**src/rtl/burst_ctr_pkg.sv**
```systemverilog
package burst_ctr_pkg;

   typedef enum logic [2:0] {
      OP_IDLE,
      OP_CLR,
      OP_LOAD,
      OP_RETX,
      OP_INC
   } ctr_op_e;

   // Fixed priority: clear, load, retransmit, step.
   function automatic ctr_op_e pick_op(input logic clr, input logic ld,
                                       input logic rt, input logic en);
      if (clr)     return OP_CLR;
      else if (ld) return OP_LOAD;
      else if (rt) return OP_RETX;
      else if (en) return OP_INC;
      else         return OP_IDLE;
   endfunction

endpackage

```
**src/rtl/burst_ctr_mask.sv**
```systemverilog
module burst_ctr_mask
   import burst_ctr_pkg::*;
#(
   parameter int AW = 19
) (
   input  logic          clk,
   input  logic          rst_n,
   input  ctr_op_e       op,
   input  logic          sel,
   input  logic [AW-1:0] val,
   output logic [AW-1:0] mask_q
);

   // Prefix AND keeps only the unbroken run of ones from bit 0.
   logic [AW-1:0] run;

   assign run[0] = val[0];
   for (genvar i = 1; i < AW; i++) begin : g_run
      assign run[i] = run[i-1] & val[i];
   end

   always_ff @(posedge clk or negedge rst_n) begin
      if (!rst_n) begin
         mask_q <= '1;
      end else if (sel) begin
         if (op == OP_CLR)       mask_q <= '1;
         else if (op == OP_LOAD) mask_q <= run;
      end
   end

endmodule

```
**src/rtl/burst_ctr_step.sv**
```systemverilog
module burst_ctr_step #(
   parameter int AW              = 19,
   parameter bit HAS_MIRROR_WRAP = 1'b1
) (
   input  logic [AW-1:0] cur,
   input  logic [AW-1:0] mask,
   input  logic [AW-1:0] mirror,
   input  logic          wrap_mirror,
   output logic [AW-1:0] nxt,
   output logic          hit
);

   logic [AW-1:0] field;
   logic [AW-1:0] bumped;
   logic [AW-1:0] fixed_bits;
   logic          at_top;
   logic [AW-1:0] wrap_val;

   assign field      = cur & mask;
   assign at_top     = (field == mask);
   assign bumped     = (cur + 1'b1) & mask;
   assign fixed_bits = cur & ~mask;

   if (HAS_MIRROR_WRAP) begin : g_mirror_wrap
      assign wrap_val = wrap_mirror ? mirror : fixed_bits;
   end else begin : g_zero_wrap
      logic unused_wrap;
      assign unused_wrap = wrap_mirror ^ (^mirror);
      assign wrap_val    = fixed_bits;
   end

   assign nxt = at_top ? wrap_val : (fixed_bits | bumped);
   assign hit = !at_top && (bumped == mask);

endmodule

```
**src/rtl/burst_addr_counter.sv**
```systemverilog
module burst_addr_counter
   import burst_ctr_pkg::*;
#(
   parameter int AW              = 19,
   parameter bit HAS_MIRROR_WRAP = 1'b1
) (
   input  logic          clk,
   input  logic          rst_n,
   input  logic [AW-1:0] addr_in,
   input  logic          ld_stb,
   input  logic          cnt_en,
   input  logic          cnt_clr,
   input  logic          mask_sel,
   input  logic          wrap_mirror,
   input  logic          retx,
   output logic [AW-1:0] addr_out,
   output logic          cnt_int_n,
   output logic [AW-1:0] mask_out,
   output logic [AW-1:0] mirror_out
);

   if (AW < 2 || AW > 32) begin : g_bad_width
      $error("burst_addr_counter: AW must lie in 2..32");
   end

   ctr_op_e       op;
   logic [AW-1:0] cnt_q;
   logic [AW-1:0] mir_q;
   logic [AW-1:0] mask_q;
   logic [AW-1:0] step_nxt;
   logic          step_hit;
   logic          int_q;

   assign op = pick_op(cnt_clr, ld_stb, retx, cnt_en);

   burst_ctr_mask #(.AW(AW)) i_mask (
      .clk    (clk),
      .rst_n  (rst_n),
      .op     (op),
      .sel    (mask_sel),
      .val    (addr_in),
      .mask_q (mask_q)
   );

   burst_ctr_step #(.AW(AW), .HAS_MIRROR_WRAP(HAS_MIRROR_WRAP)) i_step (
      .cur         (cnt_q),
      .mask        (mask_q),
      .mirror      (mir_q),
      .wrap_mirror (wrap_mirror),
      .nxt         (step_nxt),
      .hit         (step_hit)
   );

   always_ff @(posedge clk or negedge rst_n) begin
      if (!rst_n) begin
         cnt_q <= '0;
         mir_q <= '0;
         int_q <= 1'b1;
      end else begin
         int_q <= 1'b1;
         unique case (op)
            OP_CLR:  if (!mask_sel) cnt_q <= '0;
            OP_LOAD: if (!mask_sel) begin
                        cnt_q <= addr_in;
                        mir_q <= addr_in;
                     end
            OP_RETX: cnt_q <= mir_q;
            OP_INC:  if (!mask_sel) begin
                        cnt_q <= step_nxt;
                        int_q <= !step_hit;
                     end
            default: ;
         endcase
      end
   end

   assign addr_out   = cnt_q;
   assign mirror_out = mir_q;
   assign mask_out   = mask_q;
   assign cnt_int_n  = int_q;

endmodule

```
**config.mk**
```make
export PLATFORM = sky130hd
export DESIGN_NAME = burst_addr_counter
export DESIGN_NICKNAME = d
export VERILOG_FILES = /design/src/rtl/burst_ctr_pkg.sv /design/src/rtl/burst_ctr_mask.sv /design/src/rtl/burst_ctr_step.sv /design/src/rtl/burst_addr_counter.sv
export SDC_FILE = /design/constraint.sdc
export NUM_CORES = 1
export LEC_CHECK = 0
export CAP_MARGIN = 30
export CORE_ASPECT_RATIO = 1.4
export CORE_MARGIN = 1
export CORE_UTILIZATION = 47
export CTS_CLUSTER_SIZE = 16
export DETAILED_ROUTE_END_ITERATION = 8
export GPL_TIMING_DRIVEN = 0
export HOLD_SLACK_MARGIN = 0.15
export PLACE_DENSITY = 0.78
export SLEW_MARGIN = 20
export SYNTH_ARGS = -nofsm -noshare
export SYNTH_HDL_FRONTEND = slang
export SYNTH_SLANG_ARGS = --single-unit
export TNS_END_PERCENT = 50
```
**constraint.sdc**
```tcl
create_clock -name clk -period 2.4 [get_ports clk]
set_clock_uncertainty 0.15 [all_clocks]
set_input_delay 0.72 -clock clk [delete_from_list [all_inputs] [get_ports clk]]
set_output_delay 0.72 -clock clk [all_outputs]
set_load 0.01 [all_outputs]
```
==> flow_metrics.py <==
metrics = {
    "outcome": {
        "status": "finished with violations",
        "violations": "negative setup slack",
    },
    "power": {
        "power.internal_uw": 2350,
        "power_switching_uw": 1045,
        "leakage_uw": 0.002349,
        "netSwitchingFraction_pct": 30.77,
        "p_clk_share_pct": 35.3,
        "power_frac_seq_pct": 38.2,
        "powerDensity_nw_per_um2": 595.2,
        "ir_worst_vdd_mv": 0.4460,
        "combPwrFrac_pct": 26.5,
    },
    "timing": {
        "rsz0062_at_grt": "yes",
        "final.setup.worst_slack_ps": -76.32,
        "setup_violations": 2,
        "fmax_mhz": 403.8,
        "report.final.hold_viol_count": 0,
        "setup_tns_ps": -81.18,
        "slew_viol_final": 0,
        "relSlewSlack_pct": 54.65,
        "tightest_slew_ps": 680.3,
        "period_needed_ps": 2476,
        "finalCritPeriodShare_pct": 103.2,
    },
    "grt": {
        "track_usage_pct": 32.59,
        "grt_pass1_wl_um": 21560,
        "grt_pass1_vias": 4024,
        "antenna_found_initial": 0,
        "grt_start_max_net_pins": 31,
        "overflow": 0,
    },
    "worst_setup_path": {
        "endpoint_kind": "register",
        "cp-start-kind": "register",
        "critPathRequiredTime_ps": 2490,
        "cp_slowest_cell": "or4_4",
        "path_class": "reg2reg",
        "worstPathMaxFanout": 4,
        "r2r_cells": 7,
        "worst_ep_arrival_time_ps": 2560,
        "cp_cell_sequence": "ha_4 > nand3_4 > or4_4 > nor3_4 > xnor2_1 > a222oi_1 > nand4b_1",
        "cpPeakStageDelay_ps": 570,
    },
    "synthesis": {
        "ys_ff_latch": 58,
        "ys.flop_type": "dfrtp_1",
        "synthAdderAreaFrac_pct": 1.252,
        "synth_edf_count": 0,
        "avgSynthCellArea_um2": 9.300,
        "mappedNetlistArea_um2": 3999,
        "yosysWarnings": 0,
        "syn_nets": 461,
        "synth-simple-area-share_pct": 22.06,
        "synth_top_family_by_area": "simple AND/OR/NAND/NOR gates",
        "synth-async-reset-ratio_pct": 100.0,
        "synth_xor_area_share_pct": 5.914,
        "synth-seq-area-share_pct": 36.92,
        "synthCells": 430,
        "synth_cell_type_count": 65,
        "synthMuxAreaShare_pct": 9.574,
        "synth_compound_area_share_pct": 19.40,
    },
    "die": {
        "rows": 39,
        "die_area_um2": 8886,
        "initial_core_util_pct": 48.78,
        "die_y_um": 111.1,
        "core-area_um2": 8198,
        "ios": 85,
        "dieWidth_um": 79.96,
    },
    "routing": {
        "vias_per_cell": 6.511,
        "vias": 4252,
        "first_pass_iters": 6,
        "routed_wl_um": 14280,
        "drc": 0,
        "drtIter0Drc": 451,
        "wire_per_inst_um": 21.86,
        "ant_nets": 0,
    },
    "run": {
        "drv_cap": 0,
    },
    "final_layout": {
        "layout.nets": 577,
        "syn2layout_area_growth_pct": 42.62,
        "diodes": 0,
        "fin_area_um2": 5703,
        "drive_gt1_share_pct": 25.95,
    },
    "clocking": {
        "clockRootBuffer": "clkbuf_16",
        "cts.path.max_buffers": 2,
        "worst_skew_pair.late_latency_ps": 340,
        "cts.sinks": 58,
        "cts_tree": "yes",
        "cts_buffers": 9,
        "path_clk_slew_ps": 50,
        "cts-htree-levels": 3,
    },
    "placement": {
        "place_congestion": 0.8930,
        "hpwl_um": 9593,
        "place_area_um2": 4975,
        "port_buffers": 83,
    },
    "worst_hold_path": {
        "hold_class": "in2async",
    },
}
## worst paths after layout
kind | start | slack [ps] | end
min in group clk | i_mask.mask_q[9]$_DFFE_PN1P_ | 390 | i_mask.mask_q[9]$_DFFE_PN1P_
max in group asynchronous | rst_n | 1350 | i_mask.mask_q[10]$_DFFE_PN1P_
worst max register to register | addr_out[1]$_DFFE_PN0P_ | -80 | cnt_int_n$_DFF_PN1_
worst min register to register | i_mask.mask_q[9]$_DFFE_PN1P_ | 390 | i_mask.mask_q[9]$_DFFE_PN1P_
worst max-delay path | addr_out[1]$_DFFE_PN0P_ | -80 | cnt_int_n$_DFF_PN1_
worst min-delay path | rst_n | 170 | mirror_out[17]$_DFFE_PN0P_
## Yosys cell counts (all sizes together), types with 3 or more instances
library cell,count,share of area [%]
a2111oi,3,1.0
a21oi,27,3.5
a221o,15,3.8
a221oi,3,0.97
a22oi,20,3.8
a31oi,6,0.94
and3,9,1.4
buf,13,2.2
clkbuf,16,1.5
dfrtp,38,24
dfstp,20,13
ha,4,1.3
inv,13,1.2
mux2,18,5.1
mux2i,18,4.5
nand2,20,1.9
nand3,9,1.4
nand4,11,1.9
nor2,49,4.6
nor2b,17,2.7
nor3,13,1.9
nor3b,10,2.0
nor4,5,1.3
o21ai,9,1.1
o22a,3,0.66
o22ai,3,0.47
xnor2,13,2.8
xor2,14,3.1
## cells in the final DEF, fill, tap and decap left out, types with 3 or more instances in the layout
cell | synthesis | routed
nor2b_1 | 17 | 16
a31oi_1 | 6 | 5
nand4_1 | 10 | 10
dfstp_2 | 20 | 20
mux2_2 | 18 | 18
and3_1 | 9 | 7
nor3b_1 | 9 | 9
buf_6 | 2 | 3
inv_1 | 11 | 10
clkbuf_16 | 0 | 10
o22ai_1 | 3 | 3
dfrtp_1 | 38 | 33
o21ai_0 | 8 | 7
clkbuf_8 | 0 | 5
clkbuf_4 | 0 | 4
buf_2 | 6 | 3
nor2_1 | 49 | 48
xnor2_1 | 13 | 13
buf_4 | 4 | 27
a21oi_1 | 26 | 25
o22a_1 | 3 | 3
clkdlybuf4s50_1 | 0 | 72
a221o_1 | 15 | 15
inv_2 | 2 | 3
dlygate4sd2_1 | 0 | 7
nor3_1 | 11 | 9
mux2i_1 | 18 | 18
nand3_1 | 7 | 7
clkbuf_2 | 0 | 5
xor2_1 | 14 | 14
a22oi_1 | 20 | 20
clkbuf_1 | 16 | 5
dfrtp_2 | 0 | 5
nand2_1 | 20 | 19
clkinv_2 | 0 | 3
## layout make-up
type	instances	area (um^2)
repair buffers	106	1027
well taps	102	127.6
fillers	648	2495
flip-flops and latches	58	1483
plain buffers	27	214.0
clock inverters	3	15.01
inverters	13	48.80
multi-input cells	331	2527
clock buffers	13	260.3
## state kept, by name (all words and copies together) (netlist names)
| signal | flops |
|---|---|
| addr_out | 19 |
| cnt_int_n | 1 |
| i_mask.mask_q | 19 |
| mirror_out | 19 |
## through the flow
step | hold WS [ps] | utilization, % | setup WS (ps) | total power (uW) | cells
global route | 197.8 | 69.57 | -94.75 | 3507 | 653
global placement | 367.7 | 60.47 | -1403 | 2098 | 615
floorplan | 274.4 | - | 26.47 | 1659 | 430
detailed placement | 377.2 | 60.68 | -1408 | 2119 | 616
finish | 169.6 | 69.57 | -76.32 | 3394 | 653
CTS | 173.1 | 67.77 | -36.57 | 3369 | 643
## worst max-delay path: cells and delay by family, from the launching register on
family	cells	cell delay (ps)
AO/OA/AOI/OAI	1	500
XOR/XNOR	1	90
adder cells (fa/ha/maj)	1	180
flip-flops	1	400
AND/OR/NAND/NOR	4	1050
## routing by layer
metal / vias up / global-route usage (%) / part of all wire, %
met2: 248 / 52.31 / 49
met5: - / 0 / 0
li1: 1839 / - / -
met1: 2094 / 38.83 / 36
met4: 0 / 21.31 / 6.2
met3: 71 / 6.502 / 8.2
## kinds of logic after synthesis
family | count (synthesis)
AND/OR/NAND/NOR | 159
AO/OA/AOI/OAI | 104
flip-flops | 58
buffers and inverters | 42
multiplexers | 36
XOR/XNOR | 27
adder cells (fa/ha/maj) | 4
## power groups by stage
stage / logic [uW] / clock network, uW / registers [uW]
2_1_floorplan: 343 / 0 / 1320
3_3_place_gp: 795 / 0 / 1300
3_5_place_dp: 815 / 0 / 1300
4_1_cts: 877 / 1200 / 1290
5_1_grt: 954 / 1240 / 1310
6_report: 900 / 1200 / 1300
## timing repair
action	CTS	global route
setup endpoints to repair	57	21
hold buffers	0	0
gates cloned	0	2
setup buffers	13	8
gates resized for setup	69	22
pin swaps	7	7
Power figures use the tool's default switching activity.
